<file path="src/rtl/ptw_pkg.sv">
package ptw_pkg;
  localparam int VA_W    = 64;
  localparam int SIG_W   = 48;
  localparam int PA_W    = 52;
  localparam int OFF_W   = 12;
  localparam int IDX_W   = 9;
  localparam int LEVELS  = 4;
  localparam int PTE_W   = 64;
  localparam int ENT_SH  = 3;
  localparam int FRAME_W = PA_W - OFF_W;
  localparam int LVL_W   = $clog2(LEVELS);

  localparam int B_PRES  = 0;
  localparam int B_WR    = 1;
  localparam int B_USR   = 2;
  localparam int B_ACC   = 5;
  localparam int B_DIRTY = 6;
  localparam int B_BIG   = 7;

  typedef enum logic [1:0] {
    FLT_NONE     = 2'd0,
    FLT_NONCANON = 2'd1,
    FLT_ABSENT   = 2'd2,
    FLT_PERM     = 2'd3
  } fault_e;

  typedef struct packed {
    logic   latchReq;
    logic   capture;
    logic   memWr;
    logic   setOk;
    logic   setFault;
    fault_e code;
  } ctrl_s;

  typedef struct packed {
    logic canonical;
    logic present;
    logic leaf;
    logic permOk;
    logic needWb;
    logic lastWb;
  } stat_s;
endpackage

</file>
<file path="src/rtl/ptw_ctrl.sv">
module ptw_ctrl
  import ptw_pkg::*;
(
  input  logic             clk,
  input  logic             rstN,
  input  logic             reqValid,
  output logic             reqReady,
  output logic             memReqValid,
  output logic             memReqWrite,
  input  logic             memRspValid,
  output logic             rspValid,
  input  stat_s            st,
  output ctrl_s            ctl,
  output logic [LVL_W-1:0] ctlLvl
);
  typedef enum logic [2:0] {
    S_IDLE, S_L1, S_L2, S_L3, S_L4, S_WB, S_DONE
  } state_e;

  state_e           state, nextState;
  logic [LVL_W-1:0] wbLvl, wbLvlNext;

  always_ff @(posedge clk or negedge rstN) begin
    if (!rstN) begin
      state <= S_IDLE;
      wbLvl <= '0;
    end else begin
      state <= nextState;
      wbLvl <= wbLvlNext;
    end
  end

  // level tied to each walk state; write-back uses its own counter
  always_comb begin
    case (state)
      S_L2:    ctlLvl = LVL_W'(1);
      S_L3:    ctlLvl = LVL_W'(2);
      S_L4:    ctlLvl = LVL_W'(3);
      S_WB:    ctlLvl = wbLvl;
      default: ctlLvl = '0;
    endcase
  end

  always_comb begin
    ctl         = '0;
    nextState   = state;
    wbLvlNext   = wbLvl;
    reqReady    = 1'b0;
    memReqValid = 1'b0;
    memReqWrite = 1'b0;
    rspValid    = 1'b0;
    case (state)
      S_IDLE: begin
        reqReady = 1'b1;
        if (reqValid) begin
          ctl.latchReq = 1'b1;
          if (!st.canonical) begin
            ctl.setFault = 1'b1;
            ctl.code     = FLT_NONCANON;
            nextState    = S_DONE;
          end else begin
            nextState = S_L1;
          end
        end
      end
      S_L1, S_L2, S_L3, S_L4: begin
        memReqValid = 1'b1;
        if (memRspValid) begin
          ctl.capture = 1'b1;
          if (!st.present) begin
            ctl.setFault = 1'b1;
            ctl.code     = FLT_ABSENT;
            nextState    = S_DONE;
          end else if (st.leaf) begin
            if (!st.permOk) begin
              ctl.setFault = 1'b1;
              ctl.code     = FLT_PERM;
              nextState    = S_DONE;
            end else begin
              ctl.setOk = 1'b1;
              wbLvlNext = '0;
              nextState = S_WB;
            end
          end else begin
            case (state)
              S_L1:    nextState = S_L2;
              S_L2:    nextState = S_L3;
              default: nextState = S_L4;
            endcase
          end
        end
      end
      S_WB: begin
        if (st.needWb) begin
          memReqValid = 1'b1;
          memReqWrite = 1'b1;
          ctl.memWr   = 1'b1;
        end
        if (!st.needWb || memRspValid) begin
          if (st.lastWb) nextState = S_DONE;
          else           wbLvlNext = wbLvl + LVL_W'(1);
        end
      end
      S_DONE: begin
        rspValid  = 1'b1;
        nextState = S_IDLE;
      end
      default: nextState = S_IDLE;
    endcase
  end
endmodule

</file>
<file path="src/rtl/ptw_dpath.sv">
module ptw_dpath
  import ptw_pkg::*;
(
  input  logic               clk,
  input  logic               rstN,
  input  ctrl_s              ctl,
  input  logic [LVL_W-1:0]   ctlLvl,
  output stat_s              st,
  input  logic [VA_W-1:0]    reqVa,
  input  logic               reqWrite,
  input  logic               reqUser,
  input  logic [FRAME_W-1:0] rootFrame,
  input  logic [PTE_W-1:0]   memRspRdata,
  output logic [PA_W-1:0]    memReqAddr,
  output logic [PTE_W-1:0]   memReqWdata,
  output logic [1:0]         rspFaultCode,
  output logic [2:0]         rspFaultLevel,
  output logic [PA_W-1:0]    rspPa,
  output logic [1:0]         rspSize
);
  logic [SIG_W-1:0]   vaR;
  logic               wrR, usrR, permUR, permWR;
  logic [FRAME_W-1:0] baseR;
  logic [LVL_W-1:0]   leafLvlR;
  logic [PTE_W-1:0]   entR  [LEVELS];
  logic [PA_W-1:0]    addrR [LEVELS];
  logic [IDX_W-1:0]   idxOf [LEVELS];

  for (genvar g = 0; g < LEVELS; g++) begin : gIdx
    assign idxOf[g] = vaR[OFF_W + IDX_W*(LEVELS-1-g) +: IDX_W];
  end

  logic [PA_W-1:0]  rdAddr, paMask, paNew;
  logic [PTE_W-1:0] wbEnt, wbNew;
  logic             effU, effW, wbIsLeaf;

  assign rdAddr = {baseR, idxOf[ctlLvl], ENT_SH'(0)};
  assign effU   = permUR & memRspRdata[B_USR];
  assign effW   = permWR & memRspRdata[B_WR];

  // offset width grows by one index per level above the last
  assign paMask = {PA_W{1'b1}} << (OFF_W + IDX_W*(LEVELS-1-int'(ctlLvl)));
  assign paNew  = (memRspRdata[PA_W-1:0] & paMask)
                | ({{(PA_W-SIG_W){1'b0}}, vaR} & ~paMask);

  assign wbEnt    = entR[ctlLvl];
  assign wbIsLeaf = (ctlLvl == leafLvlR);
  assign wbNew    = wbEnt | (PTE_W'(1) << B_ACC)
                  | ((wbIsLeaf && wrR) ? (PTE_W'(1) << B_DIRTY) : '0);

  always_comb begin
    st.canonical = (&reqVa[VA_W-1:SIG_W-1]) || !(|reqVa[VA_W-1:SIG_W-1]);
    st.present   = memRspRdata[B_PRES];
    st.leaf      = (ctlLvl == LVL_W'(LEVELS-1))
                 || ((ctlLvl != '0) && memRspRdata[B_BIG]);
    st.permOk    = !(usrR && !effU) && !(wrR && !effW);
    st.needWb    = (wbNew != wbEnt);
    st.lastWb    = wbIsLeaf;
  end

  assign memReqAddr  = ctl.memWr ? addrR[ctlLvl] : rdAddr;
  assign memReqWdata = wbNew;

  always_ff @(posedge clk or negedge rstN) begin
    if (!rstN) begin
      vaR           <= '0;
      wrR           <= 1'b0;
      usrR          <= 1'b0;
      permUR        <= 1'b0;
      permWR        <= 1'b0;
      baseR         <= '0;
      leafLvlR      <= '0;
      rspFaultCode  <= FLT_NONE;
      rspFaultLevel <= '0;
      rspPa         <= '0;
      rspSize       <= '0;
      for (int i = 0; i < LEVELS; i++) begin
        entR[i]  <= '0;
        addrR[i] <= '0;
      end
    end else begin
      if (ctl.latchReq) begin
        vaR    <= reqVa[SIG_W-1:0];
        wrR    <= reqWrite;
        usrR   <= reqUser;
        permUR <= 1'b1;
        permWR <= 1'b1;
        baseR  <= rootFrame;
      end
      if (ctl.capture) begin
        entR[ctlLvl]  <= memRspRdata;
        addrR[ctlLvl] <= rdAddr;
        baseR         <= memRspRdata[PA_W-1:OFF_W];
        permUR        <= effU;
        permWR        <= effW;
      end
      if (ctl.setOk) begin
        leafLvlR      <= ctlLvl;
        rspFaultCode  <= FLT_NONE;
        rspFaultLevel <= '0;
        rspPa         <= paNew;
        rspSize       <= 2'(LEVELS-1) - 2'(ctlLvl);
      end
      if (ctl.setFault) begin
        rspFaultCode  <= ctl.code;
        rspFaultLevel <= (ctl.code == FLT_NONCANON) ? 3'd0 : ({1'b0, ctlLvl} + 3'd1);
      end
    end
  end
endmodule

</file>
<file path="src/rtl/pt_walker.sv">
module pt_walker
  import ptw_pkg::*;
(
  input  logic               clk,
  input  logic               rstN,
  input  logic [FRAME_W-1:0] rootFrame,
  input  logic               reqValid,
  output logic               reqReady,
  input  logic [VA_W-1:0]    reqVa,
  input  logic               reqWrite,
  input  logic               reqUser,
  output logic               memReqValid,
  output logic               memReqWrite,
  output logic [PA_W-1:0]    memReqAddr,
  output logic [PTE_W-1:0]   memReqWdata,
  input  logic               memRspValid,
  input  logic [PTE_W-1:0]   memRspRdata,
  output logic               rspValid,
  output logic [1:0]         rspFaultCode,
  output logic [2:0]         rspFaultLevel,
  output logic [PA_W-1:0]    rspPa,
  output logic [1:0]         rspSize
);
  ctrl_s            ctl;
  stat_s            st;
  logic [LVL_W-1:0] ctlLvl;

  ptw_ctrl uCtrl (
    .clk(clk), .rstN(rstN),
    .reqValid(reqValid), .reqReady(reqReady),
    .memReqValid(memReqValid), .memReqWrite(memReqWrite),
    .memRspValid(memRspValid), .rspValid(rspValid),
    .st(st), .ctl(ctl), .ctlLvl(ctlLvl)
  );

  ptw_dpath uDpath (
    .clk(clk), .rstN(rstN),
    .ctl(ctl), .ctlLvl(ctlLvl), .st(st),
    .reqVa(reqVa), .reqWrite(reqWrite), .reqUser(reqUser),
    .rootFrame(rootFrame), .memRspRdata(memRspRdata),
    .memReqAddr(memReqAddr), .memReqWdata(memReqWdata),
    .rspFaultCode(rspFaultCode), .rspFaultLevel(rspFaultLevel),
    .rspPa(rspPa), .rspSize(rspSize)
  );
endmodule

</file>
<file path="config.mk">
export PLATFORM = sky130hd
export DESIGN_NAME = pt_walker
export DESIGN_NICKNAME = d
export VERILOG_FILES = /design/src/rtl/ptw_pkg.sv /design/src/rtl/ptw_ctrl.sv /design/src/rtl/ptw_dpath.sv /design/src/rtl/pt_walker.sv
export SDC_FILE = /design/constraint.sdc
export NUM_CORES = 1
export LEC_CHECK = 0
export ABC_AREA = 1
export BUFFER_PORTS_ARGS = -buffer_cell sky130_fd_sc_hd__buf_2
export CAP_MARGIN = 15
export CORE_MARGIN = 2
export CORE_UTILIZATION = 35
export DETAILED_ROUTE_END_ITERATION = 16
export SETUP_SLACK_MARGIN = 0.4
export SLEW_MARGIN = 20
export SYNTH_ARGS = -nofsm -noshare
export SYNTH_HDL_FRONTEND = slang
export SYNTH_SLANG_ARGS = --single-unit
</file>
<file path="constraint.sdc">
create_clock -name clk -period 3.65 [get_ports clk]
set_clock_uncertainty 0.2 [all_clocks]
set_input_delay 0.365 -clock clk [delete_from_list [all_inputs] [get_ports clk]]
set_output_delay 0.365 -clock clk [all_outputs]
set_load 0.05 [all_outputs]
</file>
# Word-level counts from Yosys, hierarchy flattened
# Index checks and enable logic that the tools add are counted.
# totals
ff_bits	622
out_inout_bits	179
elab_cells	145
inputBits	174
# op_classes
addsub	5
n_mul	1
muxes	64
order_cmp	2
eq_ne	18
n_bitwise	8
reduce_logical	25
shifts	1
# ops
op	count
256-bit bitwise mux	1
208-bit bitwise mux	1
52-bit two-way mux	4
64-bit two-way mux	3
64-bit binary-select mux with 2-bit select	1
64-bit demux with 2-bit select	1
52-bit binary-select mux with 2-bit select	1
52-bit demux with 2-bit select	1
40-bit two-way mux	2
64-bit inequality test	1
64-bit OR	1
48-bit by 52-bit AND with 52-bit output	1
52-bit AND	1
52-bit NOT	1
52-bit OR	1
52-bit by 32-bit left shift with 52-bit output, first input constant	1
3-bit two-way mux	14
5-bit by 32-bit adder with 32-bit output, first input constant	1
5-bit by 32-bit multiplier with 32-bit output, first input constant	1
9-bit binary-select mux with 2-bit select	1
2-bit two-way mux	9
9-bit two-way mux	2
17-bit AND reduction	1
17-bit OR reduction	1
32 further kinds	72

# Depth between registers and ports, before layout
# depth
ltp_word	13
mapped_depth	19
mapped_depth_nobuf	16

# Cells and area by module
# Synthesis repeated with hierarchy kept, for this count alone.
# unflattened
cells_unflattened	3488
hier_area_um2	27840.5
# modules_own_cells
module	area_each_um2	seq_area_each_um2	n_inst	cells_each
ptw_dpath	27278.7	15139.5	1	3396
ptw_ctrl	561.8	125.1	1	92

# Worst setup path after synthesis
# No wires, ideal clock.
# synth_timing
path_type	reg-to-reg
start	reg uCtrl.state[2]
end	reg uDpath.rspSize[0]
setup_time_ns	0.078
slack_ns	0.369
stages_incl_launch_ff	19
arrival_ns	3.003
path_cell_list	dfrtp_1 -> inv_2 -> nor2_1 -> nand2_1 -> nand2_2 -> inv_2 -> clkbuf_1 -> clkbuf_1 -> ha_1 -> clkbuf_1 -> nor2_1 -> nor2_1 -> nor2_1 -> nand3_1 -> buf_2 -> buf_4 -> buf_4 -> nand2_1 -> o21ai_1
# synth_between
elab_chain_len	9
word_cells_on_any_way	16
cone_classes	add/sub (1); eq/ne (6); mux (5); reduce/logical (4)
# synth_rtl
element	line	source
start, declared	ptw_ctrl.sv:20	state_e state, nextState;
start signal, assigned	ptw_ctrl.sv:28	state <= nextState;
3-bit == test (tied with other cells)	ptw_ctrl.sv:35	case (state)
2-bit one-hot mux with 4 select lines	ptw_ctrl.sv:35	
2-bit nonzero test	ptw_dpath.sv:55	|| ((ctlLvl != '0) && memRspRdata[B_BIG]);
1-bit logical AND	ptw_dpath.sv:55	
1-bit logical OR	ptw_dpath.sv:55	
4-bit two-way mux	ptw_ctrl.sv:74	end else if (st.leaf) begin
1-bit two-way mux	ptw_ctrl.sv:70	if (!st.present) begin
4-bit two-way mux	ptw_ctrl.sv:68	if (memRspValid) begin
1-bit two-way mux	ptw_ctrl.sv:52	case (state)
end signal, assigned	ptw_dpath.sv:102	rspSize <= 2'(LEVELS-1) - 2'(ctlLvl);
end, declared	ptw_dpath.sv:19	output logic [1:0] rspSize
# Several ways; a longest one is shown, not always the timed one.
# A chain may end at the register's enable or synchronous reset.

# Final worst setup path
# layout_timing
start	reg uCtrl.state[2]
end	out memReqAddr[49]
# layout_between
elab_chain_len	11
word_cells_on_any_way	20
cone_classes	eq/ne (6); mux (11); bitwise (2); reduce/logical (1)
# layout_rtl
element	line	source
3-bit == test (tied with other cells)	ptw_ctrl.sv:35, ptw_ctrl.sv:52	
2-bit one-hot mux with 4 select lines	ptw_ctrl.sv:35	
2-bit NOT with 3-bit output (not written as such)	ptw_dpath.sv:46, ptw_dpath.sv:61	
64-bit binary-select mux with 2-bit select	ptw_dpath.sv:46	assign wbEnt = entR[ctlLvl];
64-bit two-way mux (not written as such) (2 in series)	ptw_dpath.sv:46	
64-bit OR	ptw_dpath.sv:49	| ((wbIsLeaf && wrR) ? (PTE_W'(1) << B_DIRTY) : '0);
64-bit inequality test	ptw_dpath.sv:57	st.needWb = (wbNew != wbEnt);
1-bit two-way mux	ptw_ctrl.sv:94	if (st.needWb) begin
1-bit two-way mux	ptw_ctrl.sv:52	
52-bit two-way mux (*)	ptw_dpath.sv:61	assign memReqAddr = ctl.memWr ? addrR[ctlLvl] : rdAddr;
end, declared	pt_walker.sv:14	output logic [PA_W-1:0] memReqAddr,
# Every way passes the cells marked *; elsewhere a longest branch is shown, timed or not. The select of a mux whose other input is x is not followed.

==> out/results.ini <==
[synthesis]
async_reset_ff_share_pct = 100
synth_most_common_cell = nand2_1
synth_top_area_share_pct = 57.2
yosysSeqAreaShare_pct = 57.2
synth_edf_count = 0
synthesis.area_mm2 = 0.0267
ys_types = 30
yosysTopAreaCell = dfrtp_1
ys_ff_latch = 610
ys.warnings.count = 0
yosys_most_used_dff = dfrtp_1
syn_inst = 3152
netlist_top_cells_count = 843 x nand2_1, 778 x o21ai_0, 610 x dfrtp_1
synth.area.top_cells = dfrtp_1 57%, o21ai_0 15%, nand2_1 12%, nor2_1 3.7%, o22ai_1 2.8%
syn_avg_cell_area_um2 = 8.47

[drt]
wire_per_inst_um = 21.6
vias = 24700
drt_iter0_markers = 2419
routed_wl_mm = 101
drc = 0
ant_nets = 0
drtPass1Iterations = 6
via_per_inst = 5.29

[layout]
fin_nets = 3812
drive_above_1_share_pct = 18.9
regArea_mm2 = 0.0153
area_growth_pct = 34.4
fin_cells = 4662
fill_cells = 7184
multi_input_area_mm2 = 0.0105
utilization_pct = 47.4

[floorplan]
fp.dieW_um = 280
start_util_pct = 35.3
core_area_mm2 = 0.0757
ios = 353
die-area_mm2 = 0.0785
chipHeight_um = 280
core.rowCount = 101

[grt]
first_global_vias = 23300
antenna_found_initial = 3
grt_pass1_wl_mm = 146
grt_start_max_net_pins = 137
grt_remaining_overflow = 0
grtUsageTotal_pct = 24.4

[timing]
setup_tns_ns = 0
finalSetupViolCount = 0
period_share_pct = 96.7
rsz0062_at_grt = yes
maxSlewViolCount = 0
setup_ws_ns = 0.121
slew_headroom_pct = 42.4
tightest_slew_ns = 0.864
final_hold_viol_count = 0
fmax_mhz = 283
period_needed_ns = 3.53

[placement]
gp_congestion = 0.819
preCtsSetupSlack_ns = 0.417
dp_cells = 4307
dp_hpwl_mm = 56.6
portBuffers = 348

[setup_path]
slowest_delay_ns = 0.45
reg2reg_slack_ns = 0.48
cp-start-kind = flip-flop
path_delay_family = buffers and inverters
crit_chain = clkinv_4 > nor2_4 > nand2_4 > nand2_8 > inv_16 > o21ai_2 > o21ai_2 > a21oi_4 > buf_12 > buf_12 > buf_12 > buf_16 > nand2_2 > o21ai_2 > buf_6
worst-endpoint-arrival_ns = 2.96
worstSetupPathType = flip-flop to output pin
end_kind = output pin
critical_path_buf_inv_count = 7
cp.required_ns = 3.08
cp.depth = 15
reg2regPathDepth = 11
cp_max_fo = 8
critical_path.slowest_cell = dfrtp_2

[run]
max_cap_viol_count = 0

[outcome]
outcome = finished clean

[clock_tree]
cts_buffer_depth = 3
insertion_delay_ns = 0.61
tritoncts = done
cts_root_buf = clkbuf_16
h-tree-depth = 3
numCtsBuffers = 72
clk_pin_slew_ns = 0.06
cts.sinks = 610

[worst_hold_path]
hold_path_class = primary input to flip-flop
whs_path_depth = 3

## path summary, 6_finish.rpt
kind	startpoint	endpoint
setup / recovery	uCtrl.state[2]$_DFFE_PN0P_	memReqAddr[49]
hold / removal	memRspRdata[34]	uDpath.entR[34]$_DFFE_PN0P_
setup reg to reg	uCtrl.state[2]$_DFFE_PN0P_	uDpath.addrR[142]$_DFFE_PN0P_
hold reg to reg	uDpath.rspPa[38]$_DFFE_PN0P_	uDpath.rspPa[38]$_DFFE_PN0P_
max in group asynchronous	rstN	uDpath.vaR[39]$_DFFE_PN0P_
min in group asynchronous	rstN	uDpath.addrR[201]$_DFFE_PN0P_
## cell usage in the layout, fill, tap and decap left out, types with 22 or more instances in the layout
cell type / instances
clkbuf_16: 83
buf_2: 242
o22ai_1: 94
nand2_1: 820
buf_4: 89
inv_1: 133
o22ai_2: 26
o21ai_2: 22
nor2_1: 259
dlygate4sd3_1: 148
clkbuf_1: 23
o221ai_1: 40
o21ai_0: 768
o21ai_1: 41
dfrtp_1: 607
buf_12: 48
buf_6: 58
## sequential cells by signal, summed over array words and instances, names as in the netlist
signal	count
uDpath.baseR	40
uDpath.rspPa	52
uDpath.vaR	48
uDpath.entR	256
uDpath.leafLvlR	2
uDpath.rspFaultLevel	3
uDpath.usrR	1
uDpath.permWR	1
uDpath.addrR	196
uDpath.wrR	1
uDpath.rspFaultCode	2
uCtrl.wbLvl	2
uDpath.permUR	1
uCtrl.state	3
uDpath.rspSize	2
## per-stage QoR
stage	hold WS, ns	instance area (µm²)
floorplan	-0.131	26700
global placement	0.0761	29700
detailed placement	0.0776	29700
CTS	0.00303	35000
global route	0.0258	35800
finish	0.0128	35900
## routing by layer
metal / up-vias / routed length [µm] / global-route usage [%]
met2: 971 / 46100 / 39.6
met4: 0 / 3700 / 8.62
met3: 189 / 7340 / 4.31
met1: 12000 / 43600 / 32.9
met5: - / 0 / 0
li1: 11500 / - / -
## kinds of logic (layout without fill, tap and decap cells)
logic type / after synthesis / in the layout / share of synthesized area [%]
compound gates: 1006 / 1006 / 20.1
flops: 610 / 610 / 57.2
simple gates: 1156 / 1158 / 16.6
other cells: 2 / 7 / 0.0281
fa+ha+maj: 8 / 8 / 0.375
buf+inv: 370 / 895 / 5.68
## worst register-to-register path, cell delays in order (launching register included)
cell	delay, ns
dfrtp_2	0.45
clkinv_4	0.13
nor2_4	0.18
nand2_4	0.13
nand2_4	0.19
buf_6	0.20
bufbuf_16	0.35
ha_1	0.31
nand2_8	0.27
buf_12	0.34
nand2_1	0.19
o21ai_0	0.11
## timing repair
action | CTS | global route
gates resized for setup | 205 | 147
hold buffers | 148 | 0
endpoints found under the setup margin | 113 | 114
hold endpoints to repair | 764 | 0
setup buffers | 37 | 12
pin swaps | 16 | 28
gates cloned | 17 | 13
## layout make-up
class / count / area share, %
Antenna cell: 3 / 0.0209
Clock buffer: 106 / 5.72
Clock inverter: 19 / 0.611
Inverter: 141 / 1.55
Multi-Input combinational cell: 2176 / 29.4
Sequential cell: 610 / 42.6
Tap cell: 978 / 3.41
Timing Repair Buffer: 628 / 16.7
Timing Repair inverter: 1 / 0.0244
Power is left out: the tool's default activity adds up to more than one toggle a clock period on the data nets, which glitch-free logic cannot reach.
